$ cat config.mk
export PLATFORM = sky130hd
export DESIGN_NAME = tick_timer
export DESIGN_NICKNAME = d
export VERILOG_FILES = /design/src/rtl/tick_timer_pkg.sv /design/src/rtl/tick_src_sel.sv /design/src/rtl/tick_down_cnt.sv /design/src/rtl/tick_regs.sv /design/src/rtl/tick_timer.sv
export SDC_FILE = /design/constraint.sdc
export NUM_CORES = 1
export LEC_CHECK = 0
export BUFFER_PORTS_ARGS = -buffer_cell sky130_fd_sc_hd__buf_2
export CAP_MARGIN = 30
export CORE_ASPECT_RATIO = 0.75
export CORE_MARGIN = 10
export CORE_UTILIZATION = 50
export CTS_CLUSTER_DIAMETER = 80
export DETAILED_ROUTE_END_ITERATION = 12
export PLACE_DENSITY = 0.8
export SYNTH_ARGS = -nofsm -noshare
export SYNTH_HDL_FRONTEND = slang
export SYNTH_SLANG_ARGS = --single-unit
$ cat constraint.sdc
create_clock -name clk_i -period 2.05 [get_ports clk_i]
set_clock_uncertainty 0.1 [all_clocks]
set_input_delay 0.3075 -clock clk_i [delete_from_list [all_inputs] [get_ports clk_i]]
set_output_delay 0.3075 -clock clk_i [all_outputs]
set_load 0.01 [all_outputs]
$ cat src/rtl/tick_timer_pkg.sv
package tick_timer_pkg;
  localparam int unsigned REG_AW = 4;

  typedef enum logic [1:0] {
    REG_CTRL   = 2'd0,
    REG_RELOAD = 2'd1,
    REG_CURR   = 2'd2,
    REG_CALIB  = 2'd3
  } reg_sel_e;

  localparam int unsigned CTRL_EN_BIT   = 0;
  localparam int unsigned CTRL_IE_BIT   = 1;
  localparam int unsigned CTRL_SRC_BIT  = 2;
  localparam int unsigned CTRL_WRAP_BIT = 16;
  localparam int unsigned CAL_NOREF_BIT = 31;
  localparam int unsigned CAL_SKEW_BIT  = 30;
endpackage

$ cat src/rtl/tick_src_sel.sv
module tick_src_sel #(
  parameter int unsigned SYNC_STAGES = 2,
  parameter bit          HAS_REF     = 1'b1
) (
  input  logic clk_i,
  input  logic rst_ni,
  input  logic ref_clk_i,
  input  logic en_i,
  input  logic core_src_i,
  output logic tick_o
);
  logic ref_rise;

  generate
    if (HAS_REF) begin : g_ref
      logic [SYNC_STAGES-1:0] sync_q;
      logic                   last_q;
      always_ff @(posedge clk_i or negedge rst_ni) begin
        if (!rst_ni) begin
          sync_q <= '0;
          last_q <= 1'b0;
        end else begin
          sync_q <= {sync_q[SYNC_STAGES-2:0], ref_clk_i};
          last_q <= sync_q[SYNC_STAGES-1];
        end
      end
      assign ref_rise = sync_q[SYNC_STAGES-1] & ~last_q;
    end else begin : g_no_ref
      logic unused_ref;
      assign unused_ref = ref_clk_i;
      assign ref_rise   = 1'b0;
    end
  endgenerate

  assign tick_o = en_i & (core_src_i | ref_rise);
endmodule

$ cat src/rtl/tick_down_cnt.sv
module tick_down_cnt #(
  parameter int unsigned CNT_W = 24
) (
  input  logic             clk_i,
  input  logic             rst_ni,
  input  logic             tick_i,
  input  logic             clr_i,
  input  logic [CNT_W-1:0] reload_i,
  output logic [CNT_W-1:0] cnt_o,
  output logic             wrap_o
);
  localparam logic [CNT_W-1:0] ONE = CNT_W'(1);

  logic [CNT_W-1:0] cnt_q;

  always_ff @(posedge clk_i or negedge rst_ni) begin
    if (!rst_ni)         cnt_q <= '0;
    else if (clr_i)      cnt_q <= '0;
    else if (tick_i)     cnt_q <= (cnt_q == '0) ? reload_i : cnt_q - ONE;
  end

  assign wrap_o = tick_i & ~clr_i & (cnt_q == ONE);
  assign cnt_o  = cnt_q;
endmodule

$ cat src/rtl/tick_regs.sv
module tick_regs
  import tick_timer_pkg::*;
#(
  parameter int unsigned   CNT_W     = 24,
  parameter bit            CAL_NOREF = 1'b0,
  parameter bit            CAL_SKEW  = 1'b0,
  parameter int unsigned   CAL_TENMS = 10000
) (
  input  logic              clk_i,
  input  logic              rst_ni,
  input  logic              bus_sel_i,
  input  logic              bus_we_i,
  input  logic [REG_AW-1:0] bus_addr_i,
  input  logic [31:0]       bus_wdata_i,
  output logic [31:0]       bus_rdata_o,
  input  logic [CNT_W-1:0]  cnt_i,
  input  logic              wrap_i,
  output logic              en_o,
  output logic              core_src_o,
  output logic              ie_o,
  output logic [CNT_W-1:0]  reload_o,
  output logic              clr_o,
  output logic              flag_o,
  output logic              irq_o
);
  localparam logic [31:0] CALIB_WORD =
    (32'(CAL_NOREF) << CAL_NOREF_BIT) | (32'(CAL_SKEW) << CAL_SKEW_BIT) |
    32'(CAL_TENMS[CNT_W-1:0]);

  reg_sel_e   rsel;
  logic       acc, wr_ctrl, wr_reload, rd_ctrl;
  logic [2:0] ctrl_q;
  logic [CNT_W-1:0] reload_q;
  logic       flag_q, irq_q;
  logic       unused_wdata;

  assign acc       = bus_sel_i & (bus_addr_i[1:0] == 2'b00);
  assign rsel      = reg_sel_e'(bus_addr_i[3:2]);
  assign wr_ctrl   = acc & bus_we_i & (rsel == REG_CTRL);
  assign wr_reload = acc & bus_we_i & (rsel == REG_RELOAD);
  assign clr_o     = acc & bus_we_i & (rsel == REG_CURR);
  assign rd_ctrl   = acc & ~bus_we_i & (rsel == REG_CTRL);
  assign unused_wdata = ^bus_wdata_i[31:CNT_W];

  always_ff @(posedge clk_i or negedge rst_ni) begin
    if (!rst_ni) begin
      ctrl_q   <= '0;
      reload_q <= '0;
      flag_q   <= 1'b0;
      irq_q    <= 1'b0;
    end else begin
      if (wr_ctrl)   ctrl_q   <= bus_wdata_i[2:0];
      if (wr_reload) reload_q <= bus_wdata_i[CNT_W-1:0];
      // set beats clear so a wrap is never lost
      if (wrap_i)                 flag_q <= 1'b1;
      else if (rd_ctrl || clr_o)  flag_q <= 1'b0;
      irq_q <= wrap_i & ctrl_q[CTRL_IE_BIT];
    end
  end

  always_comb begin
    bus_rdata_o = '0;
    if (acc && !bus_we_i) begin
      unique case (rsel)
        REG_CTRL: begin
          bus_rdata_o[2:0]           = ctrl_q;
          bus_rdata_o[CTRL_WRAP_BIT] = flag_q;
        end
        REG_RELOAD: bus_rdata_o[CNT_W-1:0] = reload_q;
        REG_CURR:   bus_rdata_o[CNT_W-1:0] = cnt_i;
        REG_CALIB:  bus_rdata_o            = CALIB_WORD;
        default:    bus_rdata_o            = '0;
      endcase
    end
  end

  assign en_o       = ctrl_q[CTRL_EN_BIT];
  assign ie_o       = ctrl_q[CTRL_IE_BIT];
  assign core_src_o = ctrl_q[CTRL_SRC_BIT];
  assign reload_o   = reload_q;
  assign flag_o     = flag_q;
  assign irq_o      = irq_q;
endmodule

$ cat src/rtl/tick_timer.sv
module tick_timer
  import tick_timer_pkg::*;
#(
  parameter int unsigned CNT_W       = 24,
  parameter int unsigned SYNC_STAGES = 2,
  parameter bit          CAL_NOREF   = 1'b0,
  parameter bit          CAL_SKEW    = 1'b0,
  parameter int unsigned CAL_TENMS   = 10000
) (
  input  logic        clk_i,
  input  logic        rst_ni,
  input  logic        ref_clk_i,
  input  logic        bus_sel_i,
  input  logic        bus_we_i,
  input  logic [3:0]  bus_addr_i,
  input  logic [31:0] bus_wdata_i,
  output logic [31:0] bus_rdata_o,
  output logic        irq_o
);
  logic             tick_en, cnt_clr, cnt_wrap;
  logic             cnt_en, core_src, irq_en, wrap_flag;
  logic [CNT_W-1:0] cnt_q, reload_q;

  tick_src_sel #(
    .SYNC_STAGES(SYNC_STAGES),
    .HAS_REF    (!CAL_NOREF)
  ) u_src (
    .clk_i     (clk_i),
    .rst_ni    (rst_ni),
    .ref_clk_i (ref_clk_i),
    .en_i      (cnt_en),
    .core_src_i(core_src),
    .tick_o    (tick_en)
  );

  tick_down_cnt #(.CNT_W(CNT_W)) u_cnt (
    .clk_i   (clk_i),
    .rst_ni  (rst_ni),
    .tick_i  (tick_en),
    .clr_i   (cnt_clr),
    .reload_i(reload_q),
    .cnt_o   (cnt_q),
    .wrap_o  (cnt_wrap)
  );

  tick_regs #(
    .CNT_W    (CNT_W),
    .CAL_NOREF(CAL_NOREF),
    .CAL_SKEW (CAL_SKEW),
    .CAL_TENMS(CAL_TENMS)
  ) u_regs (
    .clk_i      (clk_i),
    .rst_ni     (rst_ni),
    .bus_sel_i  (bus_sel_i),
    .bus_we_i   (bus_we_i),
    .bus_addr_i (bus_addr_i),
    .bus_wdata_i(bus_wdata_i),
    .bus_rdata_o(bus_rdata_o),
    .cnt_i      (cnt_q),
    .wrap_i     (cnt_wrap),
    .en_o       (cnt_en),
    .core_src_o (core_src),
    .ie_o       (irq_en),
    .reload_o   (reload_q),
    .clr_o      (cnt_clr),
    .flag_o     (wrap_flag),
    .irq_o      (irq_o)
  );
endmodule

**Word-level counts from Yosys, hierarchy flattened**

Index checks and enable logic that the tools add are counted.

- Flip-flop bits (word level): 56
- Input port bits: 41
- Output and inout bits: 33
- Word-level logic and storage cells: 46

- Add/sub/neg operators: 1
- Eq/ne operators: 4
- Mux-type cells: 10
- Bitwise logic cells: 16
- Reductions and logical operators: 8

Operators with widths:

| kind | count |
|---|---|
| $mux W24 | 4 |
| $pmux W13 S3 | 1 |
| $eq A24 B1 Y1 const B | 1 |
| $logic_not A24 Y1 | 1 |
| $sub A24 B1 Y24 const B | 1 |
| $pmux W7 S2 | 1 |
| $and A1 B1 Y1 | 12 |
| $pmux W3 S4 | 1 |
| $eq A2 B2 Y1 const B | 2 |
| $logic_not A2 Y1 | 2 |
| $pmux W1 S4 | 1 |
| $reduce_bool A2 Y1 | 2 |
| $not A1 Y1 | 3 |
| $eq A2 B1 Y1 const B | 1 |
| $mux W1 | 2 |
| $logic_and A1 B1 Y1 | 1 |
| $logic_not A1 Y1 | 1 |
| $logic_or A1 B1 Y1 | 1 |
| $or A1 B1 Y1 | 1 |

**Longest topological paths before layout**

- Word-level depth: 8
- Mapped depth: 9
- Depth with buffers taken out: 7

**By module**

Synthesis repeated with hierarchy kept, for this count alone.

- Cell total of the unflattened synthesis: 350
- Area total of the unflattened synthesis: 3414.5 um^2

By module, submodules not included:

| module | instances | cells each | area an instance (um^2) | sequential area each (um^2) |
|---|---|---|---|---|
| tick_down_cnt | 1 | 201 | 1711.6 | 600.6 |
| tick_regs | 1 | 144 | 1606.5 | 725.7 |
| tick_src_sel | 1 | 5 | 96.3 | 75.1 |

**Worst setup path after synthesis**

Ideal clock, no wire load.

- Kind: flip-flop to flip-flop
- From: reg u_cnt.cnt_q[0] (netlist: u_cnt.cnt_o[0])
- To: reg u_cnt.cnt_q[19] (netlist: u_cnt.cnt_o[19])
- Library setup time: 0.087 ns
- Arrival time: 1.909 ns
- Data required time: 1.863 ns
- Slack: -0.046 ns
- Stages on the path, launching flop included: 9
- Buffers on the path: 1
- Period minus slack after synthesis: 2.096 ns
- Cells stage by stage: dfrtp_1 -> inv_1 -> ha_1 -> nor4b_2 -> and3_1 -> buf_4 -> a21o_1 -> or3_1 -> a22oi_1

- Word-level cells in the longest chain between the ends: 4
- Elaborated cells on any way between the ends: 5
- Classes of those cells: add/sub: 1; mux: 3; reduce/logical: 1

Ends and longest elaborated chain:

| what | line | RTL |
|---|---|---|
| from (decl) | tick_down_cnt.sv:14 | `logic [CNT_W-1:0] cnt_q;` |
| from (signal assigned) | tick_down_cnt.sv:19 | `else if (tick_i) cnt_q <= (cnt_q == '0) ? reload_i : cnt_q - ONE;` |
| $sub A24 B1 Y24 / $logic_not A24 Y1 (equally long branches) | tick_down_cnt.sv:19 |  |
| $mux W24 * (2 in series) | tick_down_cnt.sv:19 |  |
| $mux W24 * | tick_down_cnt.sv:18 | `else if (clr_i) cnt_q <= '0;` |

Mark *: on every way between the ends. The rest lies on a longest branch, timed or not. The select of a mux whose other input is x is not followed.
A chain may end at the register's enable or synchronous reset.

**Final worst setup path**

- From: reg u_cnt.cnt_q[7] (netlist: u_cnt.cnt_o[7])
- To: reg u_cnt.cnt_q[19] (netlist: u_cnt.cnt_o[19])

Same word-level chain as after synthesis.

==> flow_summary.json <==
{
  "areaGrowthSynthToFinish_pct": 31.6,
  "yosys-top-cells-count": "sky130_fd_sc_hd__dfrtp_1, sky130_fd_sc_hd__nor2_1, sky130_fd_sc_hd__mux2_2, sky130_fd_sc_hd__a22oi_1, sky130_fd_sc_hd__nand2_1",
  "power_leakage_nw": 2.21,
  "pin_count": 74,
  "number_of_max_cap_violations": 0,
  "min_delay_path_depth": 2,
  "initial_core_utilization_pct": 51.3,
  "crit_path_start_kind": "register",
  "detailedPlacementHpwl_um": 8410,
  "die_w_um": 116,
  "cp-startpoint": "u_cnt.cnt_o[7]",
  "clkSinkCount": 56,
  "peakVddDrop_mv": 0.519,
  "r2r-start": "u_cnt.cnt_o[7]",
  "drt_iter0_markers": 437,
  "globalplace.congestion": 0.928,
  "max_slew.worst_pin.slew_ps": 649,
  "clockRootBuffer": "sky130_fd_sc_hd__clkbuf_8",
  "synth_cell_types": 56,
  "worst-endpoint-arrival_ps": 2210,
  "grt_max_degree": 26,
  "clkTransAtPathRegs_ps": 110,
  "cts-htree-levels": 2,
  "maximum_count_of_clock_buffers_along_a_single_path": 2,
  "hold_path.class": "input port to register",
  "post-layout-total-power_mw": 4.92,
  "cts_inserted_buffers": 5,
  "fill_cells": 523,
  "status": "finished with violations",
  "io_buffers": 57,
  "hold_path.startpoint": "bus_wdata_i[21]",
  "routed-via-count": 3554,
  "clock_insertion_delay_worst_skew_ps": 320,
  "wirelength_um": 11400,
  "core_area_um2": 6770,
  "timing.setup.critical_path_class": "register to register",
  "setup_viol": 1,
  "min_period_over_period_pct": 101,
  "ys_seq_area_share_pct": 40.3,
  "synth.ff_latch_count": 56,
  "row_count": 26,
  "first_pass_iters": 5,
  "timing.reg2reg.setup_slack_ps": -20,
  "final-seq-area_um2": 1400,
  "mappedNetlistArea_um2": 3470,
  "timing_max_transition_violations_final": 0,
  "totalNegativeSetupSlack_ps": -19.1,
  "route.detailed.wl_per_inst_um": 20.2,
  "hold-path-endpoint": "u_regs.reload_o[21]",
  "cts_tree": "yes",
  "worstPathRequired_ps": 2190,
  "synth-warning-count": 0,
  "rsz0062_at_grt": "yes",
  "grt_overflow": 0,
  "postSynthAreaPerCell_um2": 9.46,
  "grt_first_pass_wirelength_um": 17900,
  "fp.dieH_um": 92.2,
  "report.final.hold_viol_count": 0,
  "vias_in_the_first_global_route": 3623,
  "yosys_most_used_dff": "sky130_fd_sc_hd__dfrtp_1",
  "max_clock_freq_mhz": 483,
  "violations_in_the_final_reports": "setup timing",
  "worst_slew_margin_rel_pct": 56.6,
  "synthesis.instances": 367,
  "total_track_usage_pct": 20.6,
  "postRouteAntennaNets": 0,
  "detail_route.drc_violations": 0,
  "worstPathMaxFanout": 5,
  "layout.nets": 528,
  "detail_route.vias_per_cell": 6.31,
  "final_ws_setup_ps": -19.1,
  "synth_top_area_cell": "sky130_fd_sc_hd__dfrtp_1",
  "drive_gt1_share_pct": 40.9,
  "dieArea_um2": 10700,
  "power.density_nw_per_um2": 1080,
  "synth-edff-count": 0,
  "postSynth.asyncResetShare_pct": 100,
  "grt_antenna_before_repair": 0,
  "worstReg2RegEnd": "u_cnt.cnt_o[19]",
  "multi_input_comb_area_um2": 2020,
  "post_synth_main_area_contributors": "sky130_fd_sc_hd__dfrtp_1, sky130_fd_sc_hd__mux2_2, sky130_fd_sc_hd__nor2_1",
  "critPathCaptureType": "register",
  "synth_most_common_cell": "sky130_fd_sc_hd__dfrtp_1",
  "rr_worst_depth": 7,
  "synthDominantCellAreaShare_pct": 40.3,
  "fin_crit_ps": 2070,
  "num_antenna_cells": 0
}
flip-flops by register name, indices dropped and copies added (netlist names):
name and cells:
u_cnt.cnt_o 24, u_regs.ctrl_q 3, u_regs.flag_o 1, u_regs.irq_o 1, u_regs.reload_o 24, u_src.g_ref.last_q 1
u_src.g_ref.sync_q 2
cell usage in the layout (no fill, tap or decap), types with 7 or more instances in the layout:
cell,n
sky130_fd_sc_hd__a22oi_1,20
sky130_fd_sc_hd__dfrtp_1,56
sky130_fd_sc_hd__nor3_1,12
sky130_fd_sc_hd__ha_1,7
sky130_fd_sc_hd__o22ai_1,8
sky130_fd_sc_hd__o21ai_0,15
sky130_fd_sc_hd__buf_2,57
sky130_fd_sc_hd__a21oi_1,17
sky130_fd_sc_hd__mux2_2,27
sky130_fd_sc_hd__conb_1,8
sky130_fd_sc_hd__nand2_1,18
sky130_fd_sc_hd__nor2_1,42
sky130_fd_sc_hd__mux2i_1,12
sky130_fd_sc_hd__buf_4,66
layout make-up:
| class | count | area share [%] |
|---|---|---|
| well taps | 84 | 2.30 |
| multi-input cells | 279 | 44.1 |
| repair buffers | 131 | 19.6 |
| clock buffers | 5 | 1.51 |
| clock inverters | 2 | 1.31 |
| flip-flops and latches | 56 | 30.7 |
| inverters | 6 | 0.493 |
critical path, stage by stage, from the launching register on:
cell	delay, ps
sky130_fd_sc_hd__dfrtp_1	440
sky130_fd_sc_hd__buf_4	180
sky130_fd_sc_hd__nor4_2	290
sky130_fd_sc_hd__buf_4	190
sky130_fd_sc_hd__and3_4	190
sky130_fd_sc_hd__nand2_1	70
sky130_fd_sc_hd__or3_1	330
sky130_fd_sc_hd__a22oi_1	200
routing by layer:
metal  vias to the layer above  track usage, %  part of all wire, %
li1                       1588               -                    -
met1                      1742            27.0                   42
met2                       200            33.3                   47
met3                        24            3.97                  9.1
met4                         0            6.55                  2.0
met5                         -               0                    0
power breakdown:
part / leakage [nW] / switching (mW) / total (mW) / internal [mW]
combinational: 1.42 / 1.26 / 2.41 / 1.15
clock: 0.0642 / 0.371 / 0.852 / 0.481
sequential: 0.727 / 0.292 / 1.65 / 1.36
worst max path at each step:
stage | to | cells past startpoint
after global placement | u_cnt.cnt_o[9] | 7
after CTS | u_regs.flag_o | 4
after detailed placement | u_cnt.cnt_o[9] | 7
after floorplan | u_cnt.cnt_o[19] | 8
after global routing | u_cnt.cnt_o[16] | 8
final | u_cnt.cnt_o[19] | 7
through the flow:
step	setup slack (ps)	hold slack (ps)	instances	cell area (um2)	utilization, %
floorplan	0.961	-88.1	374	3500	-
global route	-86.2	117	563	4570	67.6
global placement	-50.2	169	549	4250	62.8
finish	-19.1	111	563	4570	67.6
CTS	0.429	115	559	4440	65.6
detailed placement	-95.7	175	549	4250	62.8
kinds of logic (layout without fill, tap and decap cells):
family / Yosys count / count (layout) / synth area share [%]
other cells: 1 / 8 / 0.108
mux: 39 / 39 / 12.2
fa+ha+maj: 8 / 8 / 2.88
flops: 56 / 56 / 40.3
compound gates: 104 / 104 / 20.5
simple gates: 120 / 120 / 18.1
buf+inv: 39 / 144 / 5.91
repair_timing:
item,in CTS,in global routing
endpoints found under the hold margin,18,0
buffers inserted,1,3
resized for setup,7,28
setup endpoints to repair,33,32
hold buffers,2,0
cloned,0,1
pin swaps,0,7
Note: power is estimated with default switching activity, not from simulation.
